--- src/rtl/gblend_pkg.sv ---
package gblend_pkg;

  typedef enum logic [1:0] {
    BM_IDLE   = 2'd0,
    BM_MIX    = 2'd1,
    BM_PASS_A = 2'd2,
    BM_PASS_B = 2'd3
  } blend_mode_e;

  // Mode chosen by a gate value of width gw.
  function automatic blend_mode_e mode_for(input logic [7:0] g);
    if (g == 8'd0)        return BM_PASS_A;
    else if (g == 8'hFF)  return BM_PASS_B;
    else                  return BM_MIX;
  endfunction

endpackage

--- src/rtl/gate_capture.sv ---
module gate_capture
  import gblend_pkg::*;
#(
  parameter int GW = 8,
  parameter int HW = 4
) (
  input  logic          clk,
  input  logic          rst_n,
  input  logic          head_start,
  input  logic [GW-1:0] head_gate,
  input  logic [HW-1:0] head_id,
  output blend_mode_e   mode,
  output logic [GW-1:0] gate_q,
  output logic [HW-1:0] head_q,
  output logic          skip_pulse
);

  localparam logic [GW-1:0] GMAX = {GW{1'b1}};

  logic edge_gate;
  assign edge_gate = (head_gate == '0) || (head_gate == GMAX);

  always_ff @(posedge clk) begin
    if (!rst_n) begin
      mode       <= BM_IDLE;
      gate_q     <= '0;
      head_q     <= '0;
      skip_pulse <= 1'b0;
    end else begin
      skip_pulse <= head_start && edge_gate;
      if (head_start) begin
        gate_q <= head_gate;
        head_q <= head_id;
        if (head_gate == '0)       mode <= BM_PASS_A;
        else if (head_gate == GMAX) mode <= BM_PASS_B;
        else                        mode <= BM_MIX;
      end
    end
  end

endmodule

--- src/rtl/gate_mixer.sv ---
module gate_mixer #(
  parameter int DW = 8
) (
  input  logic [DW-1:0] a_in,
  input  logic [DW-1:0] b_in,
  input  logic [DW-1:0] gate,
  output logic [DW-1:0] mixed
);

  localparam int PW = 2 * DW + 2;
  localparam int unsigned ONE  = 1 << DW;
  localparam int unsigned HALF = 1 << (DW - 1);

  logic [DW:0]   g_w;
  logic [DW:0]   g_c;
  logic [PW-1:0] acc;
  logic [PW-1:0] shr;

  // Stretch 0..2^DW-1 onto 0..2^DW so the top code is exactly 1.0.
  assign g_w = {1'b0, gate} + {{DW{1'b0}}, gate[DW-1]};
  assign g_c = (DW+1)'(ONE) - g_w;

  assign acc = PW'(a_in) * PW'(g_c) + PW'(b_in) * PW'(g_w) + PW'(HALF);
  assign shr = acc >> DW;
  assign mixed = DW'(shr);

endmodule

--- src/rtl/blend_stage.sv ---
module blend_stage
  import gblend_pkg::*;
#(
  parameter int DW = 8,
  parameter int HW = 4
) (
  input  logic          clk,
  input  logic          rst_n,
  input  blend_mode_e   mode,
  input  logic [HW-1:0] head_q,
  input  logic [DW-1:0] mixed,
  input  logic          a_valid,
  input  logic [DW-1:0] a_data,
  output logic          a_ready,
  input  logic          b_valid,
  input  logic [DW-1:0] b_data,
  output logic          b_ready,
  output logic          o_valid,
  output logic [DW-1:0] o_data,
  output logic [HW-1:0] o_head,
  input  logic          o_ready
);

  logic          room;
  logic          fire;
  logic [DW-1:0] nxt;

  assign room = !o_valid || o_ready;

  always_comb begin
    a_ready = 1'b0;
    b_ready = 1'b0;
    fire    = 1'b0;
    nxt     = mixed;
    case (mode)
      BM_MIX: begin
        a_ready = room && b_valid;
        b_ready = room && a_valid;
        fire    = room && a_valid && b_valid;
        nxt     = mixed;
      end
      BM_PASS_A: begin
        a_ready = room;
        fire    = room && a_valid;
        nxt     = a_data;
      end
      BM_PASS_B: begin
        b_ready = room;
        fire    = room && b_valid;
        nxt     = b_data;
      end
      default: ;
    endcase
  end

  always_ff @(posedge clk) begin
    if (!rst_n) begin
      o_valid <= 1'b0;
      o_data  <= '0;
      o_head  <= '0;
    end else if (fire) begin
      o_valid <= 1'b1;
      o_data  <= nxt;
      o_head  <= head_q;
    end else if (o_ready) begin
      o_valid <= 1'b0;
    end
  end

endmodule

--- src/rtl/gate_blender.sv ---
module gate_blender
  import gblend_pkg::*;
#(
  parameter int DW = 8,
  parameter int HW = 4
) (
  input  logic          clk,
  input  logic          rst_n,
  input  logic          head_start,
  input  logic [DW-1:0] head_gate,
  input  logic [HW-1:0] head_id,
  output logic          skip_pulse,
  input  logic          cnt_valid,
  input  logic [DW-1:0] cnt_data,
  output logic          cnt_ready,
  input  logic          pos_valid,
  input  logic [DW-1:0] pos_data,
  output logic          pos_ready,
  output logic          res_valid,
  output logic [DW-1:0] res_data,
  output logic [HW-1:0] res_head,
  input  logic          res_ready
);

  blend_mode_e   mode;
  logic [DW-1:0] gate_q;
  logic [HW-1:0] head_q;
  logic [DW-1:0] mixed;

  gate_capture #(.GW(DW), .HW(HW)) u_cap (
    .clk        (clk),
    .rst_n      (rst_n),
    .head_start (head_start),
    .head_gate  (head_gate),
    .head_id    (head_id),
    .mode       (mode),
    .gate_q     (gate_q),
    .head_q     (head_q),
    .skip_pulse (skip_pulse)
  );

  gate_mixer #(.DW(DW)) u_mix (
    .a_in  (cnt_data),
    .b_in  (pos_data),
    .gate  (gate_q),
    .mixed (mixed)
  );

  blend_stage #(.DW(DW), .HW(HW)) u_stage (
    .clk     (clk),
    .rst_n   (rst_n),
    .mode    (mode),
    .head_q  (head_q),
    .mixed   (mixed),
    .a_valid (cnt_valid),
    .a_data  (cnt_data),
    .a_ready (cnt_ready),
    .b_valid (pos_valid),
    .b_data  (pos_data),
    .b_ready (pos_ready),
    .o_valid (res_valid),
    .o_data  (res_data),
    .o_head  (res_head),
    .o_ready (res_ready)
  );

endmodule

--- config.mk ---
export PLATFORM = sky130hd
export DESIGN_NAME = gate_blender
export DESIGN_NICKNAME = d
export VERILOG_FILES = /design/src/rtl/gblend_pkg.sv /design/src/rtl/gate_capture.sv /design/src/rtl/gate_mixer.sv /design/src/rtl/blend_stage.sv /design/src/rtl/gate_blender.sv
export SDC_FILE = /design/constraint.sdc
export NUM_CORES = 1
export LEC_CHECK = 0
export BUFFER_PORTS_ARGS = -buffer_cell sky130_fd_sc_hd__buf_4
export CAP_MARGIN = 0
export CORE_UTILIZATION = 30
export CTS_CLUSTER_SIZE = 40
export DETAILED_ROUTE_END_ITERATION = 16
export SYNTH_ARGS = -nofsm -noshare
export SYNTH_HDL_FRONTEND = slang
export SYNTH_SLANG_ARGS = --single-unit
--- constraint.sdc ---
create_clock -name clk -period 7 [get_ports clk]
set_input_delay 0.35 -clock clk [delete_from_list [all_inputs] [get_ports clk]]
set_output_delay 0.35 -clock clk [all_outputs]
set_load 0.02 [all_outputs]
==> results of run 1 <==
-- Yosys cell counts (2+ instances only) --
| cell type | number |
|---|---|
| a21boi_0 | 3 |
| a21o_1 | 2 |
| a21oi_1 | 11 |
| a221oi_1 | 5 |
| a22oi_1 | 2 |
| a31oi_1 | 6 |
| a41oi_1 | 2 |
| and2_1 | 58 |
| and3_1 | 2 |
| and3b_2 | 2 |
| buf_1 | 2 |
| buf_6 | 2 |
| clkbuf_1 | 17 |
| clkbuf_8 | 2 |
| dfxtp_1 | 28 |
| fa_1 | 106 |
| ha_1 | 71 |
| inv_1 | 158 |
| mux2i_1 | 15 |
| nand2_1 | 51 |
| nand2b_1 | 13 |
| nand3_1 | 9 |
| nand4_1 | 4 |
| nor2_1 | 8 |
| nor2b_1 | 54 |
| nor3_1 | 4 |
| nor3b_1 | 2 |
| o21a_1 | 3 |
| o21ai_0 | 11 |
| or4_1 | 2 |
| xnor2_1 | 16 |
| xor2_1 | 7 |
| xor2_2 | 2 |
-- flip-flops by register name, indices dropped and copies added (netlist names) --
| register | count |
|---|---|
| u_cap.gate_q | 8 |
| u_cap.head_q | 4 |
| u_cap.mode | 2 |
| u_cap.skip_pulse | 1 |
| u_stage.o_data | 8 |
| u_stage.o_head | 4 |
| u_stage.o_valid | 1 |
-- path summary, 6_finish.rpt --
| kind | slack, ns | from | endpoint | cells past startpoint |
|---|---|---|---|---|
| worst max register to register | 0.19 | u_cap.gate_q[7]$_SDFFE_PN0P_ | u_stage.o_data[5]$_SDFFE_PN0P_ | 26 |
| worst max-delay path | 0.19 | u_cap.gate_q[7]$_SDFFE_PN0P_ | u_stage.o_data[5]$_SDFFE_PN0P_ | 26 |
| worst min-delay path | 0.35 | head_id[2] | u_cap.head_q[2]$_SDFFE_PN0P_ | 3 |
| worst min register to register | 0.50 | u_cap.mode[1]$_SDFFE_PN0P_ | u_cap.mode[1]$_SDFFE_PN0P_ | 2 |
-- final cells by class --
class	instances	area, um2	area share [%]
Antenna cell	1	2.50	0.0330
Tap cell	275	344	4.54
Sequential cell	28	563	7.43
Clock buffer	3	75.1	0.990
Multi-Input combinational cell	492	5320	70.2
Timing Repair Buffer	88	676	8.91
Inverter	159	599	7.90
-- logic make-up after synthesis --
logic type / count (synthesis) / synth area share (%)
flip-flops: 28 / 8.76
adder cells (fa/ha/maj): 177 / 47.0
XOR/XNOR: 26 / 3.91
buffers and inverters: 185 / 12.1
AO/OA/AOI/OAI: 56 / 6.57
AND/OR/NAND/NOR: 218 / 19.3
multiplexers: 15 / 2.35
-- per-layer routing --
metal | vias to the layer above | track usage [%]
met5 | - | 0
li1 | 2286 | -
met2 | 83 | 24.6
met1 | 2368 | 20.3
met4 | 0 | 2.37
met3 | 10 | 1.30
-- where the power goes --
part	internal, mW	switching [mW]
Clock	0.0758	0.0508
Combinational	1.59	1.76
Sequential	0.166	0.00729
-- worst max-delay path, delay by kind of cell (launching register included) --
kind                       cells  cell delay (ns)
adders and majority gates     10             3.86
and+or+nand+nor                7             1.67
AOI/OAI and AO/OA              4             0.48
buffers and inverters          5             0.39
DFF                            1             0.33
-- what timing repair did --
item,in CTS,in global routing
pin swaps,0,36
gates resized for setup,1,52
gates cloned,0,0
setup buffers,0,10
setup endpoints to repair,3,7
==> flow_metrics.tcl, run 1 <==
set metrics [dict create \
    hold_path_class "input port to flop" \
    wl_met2_mm 7.34 \
    post-place-ws_ns -0.0785 \
    drt-initial-drc-count 226 \
    routed_via_density 4.54 \
    fin_area_mm2 0.00758 \
    drive_above_1_share_pct 19.2 \
    synth_ff_type "dfxtp_1" \
    drt_wl_total_mm 14.8 \
    drv_slew 0 \
    antenna_left 0 \
    grt.total_usage_pct 14.5 \
    postCtsHoldBufs 0 \
    yosysTopAreaCellShare_pct 33.2 \
    rows 53 \
    first_pass_iters 5 \
    ioPinCount 50 \
    worstPathArrival_ns 7.00 \
    synthArstFlopShare_pct 0 \
    grt_pass1_wl_mm 25.3 \
    tns_ns 0 \
    root_buffer "clkbuf_16" \
    cts_sinks 28 \
    status "completed" \
    maxCapViolCount 0 \
    postSynthCellCount 705 \
    fill_cells 2216 \
    wl_met1_mm 6.78 \
    holdWs_ns 0.352 \
    clock_latency_ns 0.26 \
    drc 0 \
    place_congestion 0.819 \
    port_buffers 49 \
    fmax_mhz 147 \
    place_area_mm2 0.00717 \
    synthTopCellsByArea "fa_1 (33%), ha_1 (14%), inv_1 (9.3%), dfxtp_1 (8.8%), and2_1 (5.7%)" \
    slowest_stage "fa_1" \
    path_common_cell "fa_1" \
    finalPower_mw 3.65 \
    mostFrequentLayoutCell "inv_1" \
    cts-buffers-inserted 3 \
    yosys_register_bits 28 \
    seq_area_frac_synth_pct 8.76 \
    fin_nets 983 \
    synth_area_mm2 0.00640 \
    grt_max_degree 30 \
    synth_top_cell_by_area "fa_1" \
    vias 4747 \
    max-clock-path-buffers 2 \
    final_cell_mix "inv_1 (154), fa_1 (101), buf_4 (84)" \
    p_per_area_mw_per_mm2 482 \
    htreeDepth 1 \
    syn-num-nets 916 \
    relSlewSlack_pct 62.4 \
    initial_utilization_pct 30.5 \
    dpl.hpwl_mm 12.4 \
    die-area_mm2 0.0219 \
    syn_avg_cell_area_um2 9.08 \
    min_period_over_period_pct 97.3 \
    grt_pass1_vias 4988 \
    synth_warnings 0 \
    critPathRequiredTime_ns 7.19 \
    path_max_fanout 4 \
    fin_cells 1046 \
    worstSetupPathType "flop to flop" \
    fin_ws_ns 0.186 \
    p_leak_nw 3.68 \
    route.top_layer_used "met4" \
    setup_violations 0 \
    ir_worst_vdd_uv 363 \
    die_w_um 148 \
    max_slew.worst_pin.slew_ns 0.556 \
    grt-ovfl-total 0 \
    period_minus_slack_ns 6.81 \
    core_mm2 0.0210 \
    critPathMaxStageDelay_ns 0.55 \
    dp_cells 1033 \
    utilization_pct 36.2 \
    clkTransAtPathRegs_ns 0.06 \
    cts_tree "built" \
    antenna_found_initial 1 \
    endpoint_kind "flop" \
    die_y_um 148 \
    synth_cell_types 58 \
    synth_edf_count 0 \
    wl_per_cell_um 14.1 \
    syn_to_final_growth_pct 18.5 \
    hold_viol_final 0 \
    finalClockSkew_ns 0.00396 \
    wl_met3_um 506 \
    start_kind "flop" \
]
Power figures use the tool's default switching activity.
==> run 2: changes to the inputs <==
--- a/config.mk
+++ b/config.mk
@@ -10,6 +10,7 @@
 export CORE_UTILIZATION = 30
 export CTS_CLUSTER_SIZE = 40
 export DETAILED_ROUTE_END_ITERATION = 16
+export PLACE_DENSITY = 0.48
 export SYNTH_ARGS = -nofsm -noshare
 export SYNTH_HDL_FRONTEND = slang
 export SYNTH_SLANG_ARGS = --single-unit
==> run 2 against run 1 <==
  * Setup slack better by 0.090 ns
  * Power up 2.8%
  * Sequential power about the same
  * Register-to-register slack better by 0.09 ns
  * Non-clock buffer count up 12
  * Via count down 1.3%
  * Critical path type unchanged
  * Final area up 0.23%
  * Die area unchanged
  * Sequential share of layout area about the same
  * Cell count up 1.1%
  * Clock skew up 0.0036 ns
  * Worst hold slack worse by 0.0029 ns
==> flow_metrics.tcl, run 2 (same netlist as run 1, synthesis figures left out) <==
set metrics [dict create \
    hold_viol_final 0 \
    rows 53 \
    grtUsageMet1_pct 22.0 \
    cts-buffers-inserted 3 \
    first_pass_iters 4 \
    slowest_stage "fa_1" \
    fin_nets 995 \
    period_minus_slack_ns 6.72 \
    use_met2_pct 28.4 \
    vias 4683 \
    cts_tree "built" \
    ioPinCount 50 \
    p_per_area_mw_per_mm2 494 \
    die_w_um 148 \
    clock_latency_ns 0.26 \
    start_kind "flop" \
    wl_per_cell_um 15.3 \
    max-clock-path-buffers 2 \
    port_buffers 49 \
    post-place-ws_ns -0.238 \
    fin_cells 1058 \
    fin_area_mm2 0.00760 \
    dp_cells 1051 \
    path_max_fanout 5 \
    drt-initial-drc-count 177 \
    drt_wl_total_mm 16.2 \
    place_congestion 0.784 \
    drc 0 \
    grt.total_usage_pct 15.9 \
    final_cell_mix "inv_1 (157), fa_1 (104), buf_4 (97)" \
    clkTransAtPathRegs_ns 0.07 \
    finalClockSkew_ns 0.00755 \
    grt-busiest-layer "met2" \
    mostFrequentLayoutCell "inv_1" \
    htreeDepth 1 \
    initial_utilization_pct 30.5 \
    grtUsageMet3_pct 1.05 \
    grt_pass1_wl_mm 27.2 \
    antenna_left 0 \
    worstSetupPathType "flop to flop" \
    ir_worst_vdd_uv 572 \
    grt-ovfl-total 0 \
    cts_sinks 28 \
    status "completed" \
    drv_slew 0 \
    routed_via_density 4.43 \
    reg_top3 "u_cap.gate_q: 8 flops, u_stage.o_data: 8 flops" \
    postCtsHoldBufs 0 \
    antenna_found_initial 0 \
    min_period_over_period_pct 96.1 \
    critPathMaxStageDelay_ns 0.55 \
    hold-path-cell-count 3 \
    rr_worst_depth 27 \
    grt_pass1_vias 4990 \
    utilization_pct 36.3 \
    maxCapViolCount 0 \
    die-area_mm2 0.0219 \
    hold_path_class "input port to flop" \
    p_leak_nw 3.74 \
    root_buffer "clkbuf_16" \
    syn_to_final_growth_pct 18.8 \
    setup_violations 0 \
    critPathRequiredTime_ns 7.19 \
    fin_ws_ns 0.275 \
    antenna_cells 0 \
    fmax_mhz 149 \
    endpoint_kind "flop" \
    worstPathArrival_ns 6.92 \
    relSlewSlack_pct 63.1 \
    max_slew.worst_pin.slew_ns 0.551 \
    die_y_um 148 \
    grt_max_degree 30 \
    drive_above_1_share_pct 19.0 \
    tns_ns 0 \
    place_area_mm2 0.00730 \
    dpl.hpwl_mm 13.6 \
    core_mm2 0.0210 \
]
==> run 2: worst max-delay path: cells and delay by family (launching register included) <==
family          cells  cell delay (ns)
simple gates        7             1.45
fa+ha+maj          10             3.83
flops               1             0.32
xor+xnor            1             0.30
compound gates      3             0.33
buf+inv             6             0.43
==> run 2: layout make-up <==
cell class	instances	area [um2]
clock buffers	4	88.8
fillers	2248	13400
inverters	159	599
multi-input cells	492	5240
flip-flops and latches	28	563
well taps	275	344
repair buffers	100	762
==> run 2: metal layers <==
| metal | wire (um) | part of all wire [%] | vias up |
|---|---|---|---|
| met5 | 0 | 0 | - |
| met4 | 23 | 0.14 | 0 |
| met3 | 346 | 2.1 | 2 |
| met2 | 8220 | 51 | 42 |
| met1 | 7600 | 47 | 2328 |
| li1 | - | - | 2311 |
==> run 2: final timing paths <==
kind | startpoint | endpoint | slack [ns]
max reg2reg | u_cap.gate_q[7]$_SDFFE_PN0P_ | u_stage.o_data[5]$_SDFFE_PN0P_ | 0.28
min | head_id[3] | u_cap.head_q[3]$_SDFFE_PN0P_ | 0.35
max | u_cap.gate_q[7]$_SDFFE_PN0P_ | u_stage.o_data[5]$_SDFFE_PN0P_ | 0.28
min reg2reg | u_cap.mode[1]$_SDFFE_PN0P_ | u_cap.mode[1]$_SDFFE_PN0P_ | 0.50
==> run 2: metrics by stage <==
stage	hold WS, ns	power, mW
floorplan	0.465	2.23
global placement	0.482	3.25
detailed placement	0.497	3.24
CTS	0.349	3.46
global route	0.362	4.34
finish	0.349	3.76
==> run 2: report_power, final <==
| group | switching (mW) | internal [mW] | total [mW] |
|---|---|---|---|
| Combinational | 1.82 | 1.61 | 3.44 |
| Clock | 0.0567 | 0.0877 | 0.144 |
| Sequential | 0.00639 | 0.166 | 0.172 |
| Total | 1.89 | 1.87 | 3.76 |
==> run 2: what timing repair did <==
item / in CTS / in global routing
gates resized for setup: 5 / 32
cloned: 0 / 0
buffers inserted: 0 / 3
endpoints found under the setup margin: 7 / 8
hold endpoints to repair: 0 / 0
pin swaps: 1 / 27
